[config.mk]
export PLATFORM = sky130hd
export DESIGN_NAME = vec_while_pred
export DESIGN_NICKNAME = d
export VERILOG_FILES = /design/src/rtl/wp_pkg.sv /design/src/rtl/wp_extend.sv /design/src/rtl/wp_count.sv /design/src/rtl/wp_mask.sv /design/src/rtl/vec_while_pred.sv
export SDC_FILE = /design/constraint.sdc
export NUM_CORES = 1
export LEC_CHECK = 0
export BUFFER_PORTS_ARGS = -buffer_cell sky130_fd_sc_hd__buf_2
export CORE_ASPECT_RATIO = 1.75
export CORE_MARGIN = 10
export CORE_UTILIZATION = 45
export CTS_CLUSTER_SIZE = 10
export DETAILED_ROUTE_END_ITERATION = 8
export MAX_ROUTING_LAYER = met4
export PLACE_DENSITY = 0.68
export SLEW_MARGIN = 15
export SYNTH_ARGS = -nofsm -noshare
export SYNTH_HDL_FRONTEND = slang
export SYNTH_SLANG_ARGS = --single-unit
[constraint.sdc]
create_clock -name clk -period 0.8 [get_ports clk]
set_input_delay 0.12 -clock clk [delete_from_list [all_inputs] [get_ports clk]]
set_output_delay 0.12 -clock clk [all_outputs]
set_load 0.02 [all_outputs]
[src/rtl/wp_pkg.sv]
`timescale 1ns/1ps
package wp_pkg;

   typedef struct packed {
      logic n;
      logic z;
      logic c;
      logic v;
   } wp_flags_t;

   // widen an operand according to width and signedness
   function automatic logic [63:0] wp_extend(input logic [63:0] x,
                                             input logic        wide,
                                             input logic        uns);
      if (wide)     return x;
      else if (uns) return {32'h0, x[31:0]};
      else          return {{32{x[31]}}, x[31:0]};
   endfunction

   // largest representable value, already widened to 64 bits
   function automatic logic [63:0] wp_top_value(input logic wide,
                                                input logic uns);
      case ({wide, uns})
         2'b00:   return 64'h0000_0000_7FFF_FFFF;
         2'b01:   return 64'h0000_0000_FFFF_FFFF;
         2'b10:   return 64'h7FFF_FFFF_FFFF_FFFF;
         default: return 64'hFFFF_FFFF_FFFF_FFFF;
      endcase
   endfunction

endpackage

[src/rtl/wp_extend.sv]
`timescale 1ns/1ps
module wp_extend_pair (
   input  logic [63:0] raw_a,
   input  logic [63:0] raw_b,
   input  logic        wide,
   input  logic        uns,
   output logic [63:0] ext_a,
   output logic [63:0] ext_b
);
   import wp_pkg::*;

   always_comb begin
      ext_a = wp_extend(raw_a, wide, uns);
      ext_b = wp_extend(raw_b, wide, uns);
   end
endmodule

[src/rtl/wp_count.sv]
`timescale 1ns/1ps
module wp_count #(
   parameter int VL_BYTES = 32,
   parameter int CNT_W    = 6
) (
   input  logic [63:0]      ext_a,
   input  logic [63:0]      ext_b,
   input  logic             wide,
   input  logic             uns,
   input  logic             incl,
   input  logic [1:0]       esz,
   output logic [CNT_W-1:0] nbits
);
   import wp_pkg::*;

   localparam logic [CNT_W-1:0] FULL = CNT_W'(VL_BYTES);

   logic [CNT_W-1:0] cap;
   logic [63:0]      cap64;
   logic [63:0]      diff;
   logic [63:0]      span;
   logic             cond;
   logic [CNT_W-1:0] elems;

   always_comb begin
      cap   = FULL >> esz;
      cap64 = 64'(cap);
      diff  = ext_b - ext_a;
      span  = incl ? diff + 64'd1 : diff;
      // the only wrapping case: inclusive bound at the top value
      if (incl && (ext_b == wp_top_value(wide, uns)))
         span = cap64;

      if (uns) cond = incl ? (ext_a <= ext_b) : (ext_a < ext_b);
      else     cond = incl ? ($signed(ext_a) <= $signed(ext_b))
                           : ($signed(ext_a) <  $signed(ext_b));

      elems = (span < cap64) ? span[CNT_W-1:0] : cap;
      if (!cond) elems = '0;
      nbits = elems << esz;
   end
endmodule

[src/rtl/wp_mask.sv]
`timescale 1ns/1ps
module wp_mask #(
   parameter int PRED_W = 32,
   parameter int CNT_W  = 6
) (
   input  logic [CNT_W-1:0]  nbits,
   input  logic [1:0]        esz,
   output logic [PRED_W-1:0] pred,
   output wp_pkg::wp_flags_t flags
);
   logic [2:0] low_mask;
   assign low_mask = (3'd1 << esz) - 3'd1;

   for (genvar i = 0; i < PRED_W; i++) begin : g_bit
      localparam logic [CNT_W-1:0] POS = CNT_W'(i);
      localparam logic [2:0]       LOW = 3'(i % 8);
      assign pred[i] = (POS < nbits) && ((LOW & low_mask) == 3'd0);
   end

   logic last_on;
   always_comb begin
      case (esz)
         2'd0:    last_on = pred[PRED_W-1];
         2'd1:    last_on = pred[PRED_W-2];
         2'd2:    last_on = pred[PRED_W-4];
         default: last_on = pred[PRED_W-8];
      endcase
      flags.n = pred[0];
      flags.z = ~|pred;
      flags.c = ~last_on;
      flags.v = 1'b0;
   end
endmodule

[src/rtl/vec_while_pred.sv]
`timescale 1ns/1ps
module vec_while_pred #(
   parameter int VL_BITS = 256
) (
   input  logic                 clk,
   input  logic                 rst_n,
   input  logic                 req_valid,
   input  logic [63:0]          op_a,
   input  logic [63:0]          op_b,
   input  logic                 wide,
   input  logic                 is_unsigned,
   input  logic                 incl,
   input  logic [1:0]           esz,
   output logic                 rsp_valid,
   output logic [VL_BITS/8-1:0] rsp_pred,
   output logic                 rsp_n,
   output logic                 rsp_z,
   output logic                 rsp_c,
   output logic                 rsp_v
);
   import wp_pkg::*;

   localparam int VL_BYTES = VL_BITS / 8;
   localparam int PRED_W   = VL_BYTES;
   localparam int CNT_W    = $clog2(VL_BYTES) + 1;

   if ((VL_BITS % 128) != 0 || VL_BITS < 128 || VL_BITS > 2048) begin : g_bad_vl
      $error("vec_while_pred: VL_BITS must be a multiple of 128 in 128..2048");
   end

   logic [63:0]       ext_a, ext_b;
   logic [CNT_W-1:0]  nbits;
   logic [PRED_W-1:0] pred_d, pred_q;
   wp_flags_t         flags_d, flags_q;
   logic              valid_q;

   wp_extend_pair u_ext (
      .raw_a (op_a),
      .raw_b (op_b),
      .wide  (wide),
      .uns   (is_unsigned),
      .ext_a (ext_a),
      .ext_b (ext_b)
   );

   wp_count #(.VL_BYTES(VL_BYTES), .CNT_W(CNT_W)) u_cnt (
      .ext_a (ext_a),
      .ext_b (ext_b),
      .wide  (wide),
      .uns   (is_unsigned),
      .incl  (incl),
      .esz   (esz),
      .nbits (nbits)
   );

   wp_mask #(.PRED_W(PRED_W), .CNT_W(CNT_W)) u_mask (
      .nbits (nbits),
      .esz   (esz),
      .pred  (pred_d),
      .flags (flags_d)
   );

   always_ff @(posedge clk or negedge rst_n) begin
      if (!rst_n) begin
         valid_q <= 1'b0;
         pred_q  <= '0;
         flags_q <= '0;
      end else begin
         valid_q <= req_valid;
         if (req_valid) begin
            pred_q  <= pred_d;
            flags_q <= flags_d;
         end
      end
   end

   assign rsp_valid = valid_q;
   assign rsp_pred  = pred_q;
   assign rsp_n     = flags_q.n;
   assign rsp_z     = flags_q.z;
   assign rsp_c     = flags_q.c;
   assign rsp_v     = flags_q.v;
endmodule

# Yosys cells after proc, flatten, opt, wreduce, memory -nomap -nowiden
# Cells that the tools add are included.
totals:
  reg_bits: 36
  inputBits: 136
  out_inout_bits: 37
  word_cells: 107
classes:
  n_addsub: 3
  n_lt_le_gt_ge: 37
  eq_ne: 5
  shift: 3
  n_mux: 13
  bitwise_logic: 1
  n_reduce_logical: 40
ops:
  columns: ["cell", "count"]
  rows:
  - ["$mux W64", 6]
  - ["$pmux W64 S3", 1]
  - ["$le A64 B64 Y1", 2]
  - ["$lt A64 B64 Y1", 2]
  - ["$lt A5 B6 Y1 const A", 16]
  - ["$add A64 B1 Y64 const B", 1]
  - ["$eq A64 B64 Y1", 1]
  - ["$lt A64 B6 Y1", 1]
  - ["$sub A64 B64 Y64", 1]
  - ["$lt A4 B6 Y1 const A", 8]
  - ["$reduce_or A32 Y1", 1]
  - ["$logic_and A1 B1 Y1", 29]
  - ["$lt A3 B6 Y1 const A", 4]
  - ["$logic_not A3 Y1", 7]
  - ["$lt A1 B6 Y1 const A", 2]
  - ["$lt A2 B6 Y1 const A", 2]
  - ["$mux W6", 2]
  - ["$shl A6 B2 Y6", 1]
  - ["$shr A6 B2 Y6 const A", 1]
  - ["$eq A2 B1 Y1 const B", 2]
  - ["$eq A2 B2 Y1 const B", 2]
  - ["$logic_not A2 Y1", 2]
  - ["$mux W1", 3]
  - ["$pmux W1 S3", 1]
  - ["other kinds (4)", 4]

# Logic depth before layout (Yosys ltp)
depth:
  ltp_word: 14
  ltp_mapped: 26
  ltp_nobuf: 23

# By module
# Synthesis repeated with hierarchy kept, for this count alone.
unflattened:
  cells_unflattened: 1739
  hier_area_um2: 12240.5
modules_own_cells:
  columns: ["module", "instances", "cells_per_inst", "area_per_inst_um2", "seq_area_each_um2"]
  rows:
  - ["wp_count", 1, 1428, 9108.7, 0.0]
  - ["vec_while_pred", 1, 77, 1515.2, 925.9]
  - ["wp_extend_pair", 1, 143, 1122.3, 0.0]
  - ["wp_mask", 1, 91, 494.2, 0.0]

# Worst setup path after synthesis
# No wires, ideal clock.
synth_path:
  path_kind: "input port to flip-flop"
  from: "input port wide"
  to: "register pred_q[0], in the netlist rsp_pred[0]"
  setup_time_ps: 126
  arrival_time_ps: 5917
  required_ps: 674
  slack_ps: -5243
  path_stages: 23
  n_path_buf: 4
  path_cell_list: "inv_2 -> clkbuf_1 -> clkbuf_1 -> o21a_1 -> inv_1 -> ha_1 -> clkbuf_1 -> a21oi_1 -> o21ai_0 -> a21oi_1 -> mux2_2 -> nor4_1 -> o311ai_0 -> or4_1 -> or4_4 -> mux2i_1 -> o311ai_1 -> a2111o_4 -> or3_1 -> buf_6 -> a31o_1 -> or2_1 -> o32a_1"
synth_via:
  elab_chain_cells: 10
  word_cells_on_any_way: 24
  classes_between: "add/sub (2); order compare (6); eq/ne (3); shift (1); mux (10); reduce/logical (2)"
synth_lines:
  columns: ["item", "line_no", "rtl"]
  rows:
  - ["start, declared", "vec_while_pred.sv:10", "input logic wide,"]
  - ["$mux W64, or another cell as far along", "wp_pkg.sv:15", "if (wide) return x;"]
  - ["$sub A64 B64 Y64 or $pmux W64 S3 (tied branches)", "wp_count.sv:28, wp_pkg.sv:23", null]
  - ["$add A64 B1 Y64 or $eq A64 B64 Y1 (tied branches)", "wp_count.sv:29, wp_count.sv:31", null]
  - ["$mux W64 or $logic_and A1 B1 Y1 (tied branches)", "wp_count.sv:29, wp_count.sv:31", null]
  - ["$mux W64", "wp_count.sv:31", "if (incl && (ext_b == wp_top_value(wide, uns)))"]
  - ["$lt A64 B6 Y1", "wp_count.sv:38", "elems = (span < cap64) ? span[CNT_W-1:0] : cap;"]
  - ["$mux W6", "wp_count.sv:38", null]
  - ["$mux W6 *", "wp_count.sv:39", "if (!cond) elems = '0;"]
  - ["$shl A6 B2 Y6 *", "wp_count.sv:40", "nbits = elems << esz;"]
  - ["$lt A1 B6 Y1 *", "wp_mask.sv:17", "assign pred[i] = (POS < nbits) && ((LOW & low_mask) == 3'd0);"]
  - ["end signal, assigned", "vec_while_pred.sv:71", "pred_q <= pred_d;"]
  - ["end, declared", "vec_while_pred.sv:33", "logic [PRED_W-1:0] pred_d, pred_q;"]
# Mark *: on every way between the ends. The rest lies on a longest branch, timed or not.
# A chain may end at the register's enable or synchronous reset.

# Worst setup path after layout
layout_path:
  from: "input port op_b[0]"
  to: "register pred_q[29], in the netlist rsp_pred[29]"
layout_via:
  elab_chain_cells: 12
  word_cells_on_any_way: 21
  classes_between: "add/sub (2); order compare (6); eq/ne (1); shift (1); mux (9); reduce/logical (2)"
layout_lines:
  columns: ["item", "line_no", "rtl"]
  rows:
  - ["start, declared", "vec_while_pred.sv:9", "input logic [63:0] op_b,"]
  - ["$mux W64", "wp_pkg.sv:16", "else if (uns) return {32'h0, x[31:0]};"]
  - ["$mux W64 *", "wp_pkg.sv:15", null]
  - ["$sub A64 B64 Y64", "wp_count.sv:28", "diff = ext_b - ext_a;"]
  - ["$add A64 B1 Y64", "wp_count.sv:29", "span = incl ? diff + 64'd1 : diff;"]
  - ["$mux W64", "wp_count.sv:29", null]
  - ["$mux W64", "wp_count.sv:31", null]
  - ["$lt A64 B6 Y1", "wp_count.sv:38", null]
  - ["$mux W6", "wp_count.sv:38", null]
  - ["$mux W6 *", "wp_count.sv:39", null]
  - ["$shl A6 B2 Y6 *", "wp_count.sv:40", null]
  - ["$lt A5 B6 Y1 *", "wp_mask.sv:17", null]
  - ["$logic_and A1 B1 Y1 *", "wp_mask.sv:17", null]
# Marks and branches as above.

==> flow_metrics.tcl <==
set metrics [dict create \
    clk_transition_reported_paths_ns 0.07 \
    htreeDepth 2 \
    yosysMostFrequentCell "inv_1" \
    clock-root-buffer "clkbuf_16" \
    yosysTopAreaCell "ha_1" \
    coreArea_mm2 0.0259 \
    p_leak_nw 9.90 \
    grt_pass1_wl_mm 101 \
    final_area_mm2 0.0203 \
    drt-initial-drc-count 1698 \
    worst_slack_ns -5.25 \
    failed_checks "negative setup slack" \
    cts_buffer_depth 2 \
    cp.required_ns 0.99 \
    synth_fa_ha_area_share_pct 14.3 \
    syn_avg_cell_area_um2 6.68 \
    swShare_pct 48.3 \
    syn_area_mm2 0.0118 \
    antenna_found_initial 2 \
    overflow 0 \
    internal-power_mw 14.2 \
    synth-xor-area-share_pct 3.79 \
    rsz0062_at_grt "yes" \
    num_rows 78 \
    vdd_drop_max_mv 1.14 \
    synth_top_family_by_area "compound AO/OA/AOI/OAI gates" \
    p_comb_share_pct 82.6 \
    grt_start_max_net_pins 36 \
    die_width_um 142 \
    power_frac_seq_pct 8.5 \
    final_cells 2982 \
    synthMuxAreaShare_pct 1.05 \
    synth_edf_count 0 \
    grtUsageTotal_pct 39.2 \
    post-route-period-util_pct 756 \
    place_inst 2920 \
    syn_inst 1763 \
    insertion_delay_ns 0.30 \
    setup_violations 70 \
    ios 173 \
    gp_congestion 1.03 \
    synth.top_cell.area_share_pct 14.1 \
    finClkSkew_ns 0 \
    timing.final.crit_period_ns 6.05 \
    endpoint_kind "flop" \
    io_buffers 171 \
    fmax_ghz 0.165 \
    yosys.area_share.simple_pct 30.6 \
    ant_nets 0 \
    cts_tree "built" \
    async_reset_ff_share_pct 100 \
    num-nets-final 2929 \
    setup-tns-final_ns -180.27 \
    crit_path_start_kind "primary input" \
    crit_path_frequent_cell "buf_4" \
    crit_fanout 6 \
    status "finished with violations" \
    slowest_stage "a2111o_4" \
    grt_pass1_vias 19325 \
    relSlewSlack_pct 43.0 \
    route.detailed.drc 0 \
    synth_common_cells "158 x inv_1, 151 x nor2_1, 145 x nand2_1" \
    vias 19060 \
    worst-path-buf-inv 8 \
    max-cap-violations 0 \
    syn_nets 2033 \
    hpwl_mm 52.8 \
    ys_seq_area_share_pct 7.44 \
    cpLargestDelayFamily "compound AO/OA/AOI/OAI gates" \
    area_growth_pct 72.7 \
    clockPowerShare_pct 8.9 \
    ys_types 95 \
    synth_top_cells_by_area "ha_1 14%, dfrtp_1 7.4%, a21oi_1 6.1%" \
    numCtsBuffers 5 \
    synth_seq_cells 35 \
    critPathMaxStageDelay_ns 0.54 \
    hold_class "primary input to flop" \
    finalHoldViolations 0 \
    die_y_um 234 \
    tightest_slew_ns 0.855 \
    die-area_mm2 0.0333 \
    clock_sinks 35 \
    critical_path_class "primary input to flop" \
    powerDensity_mw_per_mm2 1350 \
    viasPerCell 6.39 \
    placed_area_mm2 0.0185 \
    crit_arrival_ns 6.24 \
    synth_compound_area_share_pct 34.4 \
    start_util_pct 45.5 \
    layout-drive-gt1-share_pct 45.0 \
    yosys_warnings 0 \
    postSynth.topFlopCell "dfrtp_1" \
    wl_per_cell_um 23.8 \
    fin_util_pct 78.6 \
    timing.final.max_slew_violations 0 \
    power_switching_mw 13.3 \
    firstDrtPassIters 5 \
    drt_wl_total_mm 71.1 \
    ff2ff_setup_slack_ns -0.17 \
]
kinds of logic (layout without fill, tap and decap cells):
logic type / after synthesis / in the layout
AO/OA/AOI/OAI: 597 / 597
XOR/XNOR: 51 / 51
adder cells (fa/ha/maj): 134 / 134
buffers and inverters: 250 / 1147
flip-flops: 35 / 35
multiplexers: 12 / 12
other: 1 / 3
AND/OR/NAND/NOR: 683 / 683
flip-flops by register name, indices dropped and copies added, names as in the netlist:
register   cells
rsp_c          1
rsp_z          1
rsp_valid      1
rsp_pred      32
layer usage:
layer	part of all wire [%]	track usage [%]	up-vias
li1	-	-	8352
met1	30	33.3	8788
met2	49	70.2	1295
met3	8.0	6.52	625
met4	13	37.9	0
met5	0	-	-
power groups by stage:
stage	registers, mW	logic, mW	clock network (mW)
4_1_cts	2.26	20.5	2.25
5_1_grt	2.34	23.8	2.49
3_5_place_dp	2.23	19.2	0
6_report	2.34	22.7	2.45
2_1_floorplan	2.51	8.58	0
3_3_place_gp	2.23	18.8	0
cell type report:
type | instances | area (um^2)
tap | 320 | 400
fill | 1824 | 5520
clock buffer | 6 | 139
inverter | 159 | 612
timing repair buffer | 980 | 7320
multi-input combinational | 1478 | 11000
clock inverter | 2 | 35.0
sequential | 35 | 880
antenna | 2 | 5.00
stage by stage:
| step | power (mW) | worst slack (ns) | hold WS (ns) |
|---|---|---|---|
| 2_1_floorplan | 11.1 | -4.96 | -0.176 |
| 3_3_place_gp | 21.0 | -5.34 | 0.0889 |
| 3_5_place_dp | 21.4 | -5.56 | 0.0935 |
| 4_1_cts | 25.1 | -4.76 | 0.192 |
| 5_1_grt | 28.7 | -5.33 | 0.187 |
| 6_report | 27.5 | -5.25 | 0.180 |
cells in the final DEF (no fill, tap or decap), drive strengths merged, types with 8 or more instances in the layout:
master and n:
xnor2 30, a211o 10, o211ai 13, nor2b 13, a221oi 8, o22ai 8
o2bb2ai 16, or2 15, dfrtp 35, o21ai 116, and4 11, a21o 49
nor3 48, nand2 145, nand3 52, a21oi 144, or4 15, o21a 74
nor4 45, nand2b 10, a211oi 20, nand4 97, a22oi 13, o21bai 11
nor2 151, o2111ai 9, buf 979, ha 133, and2 22, mux2i 9
inv 159, xor2 21, a31oi 17, and3 13, o31ai 17, or3 18
timing repair:
action / CTS / global route
buffers inserted: 37 / 15
pin swaps: 50 / 41
hold endpoints to repair: 35 / 0
hold buffers: 1 / 0
endpoints found under the setup margin: 70 / 70
gates resized for setup: 173 / 131
final timing paths:
path	endpoint	from	cells past startpoint
worst max-delay path	rsp_pred[29]	op_b[0]	29
worst min-delay path	rsp_valid	req_valid	2
worst max register to register	rsp_pred[4]	rsp_pred[4]	2
worst min register to register	rsp_pred[31]	rsp_pred[31]	1
max in group asynchronous	rsp_pred[0]	rst_n	3
min in group asynchronous	rsp_pred[23]	rst_n	3
Note: power is estimated with default switching activity, not from simulation.
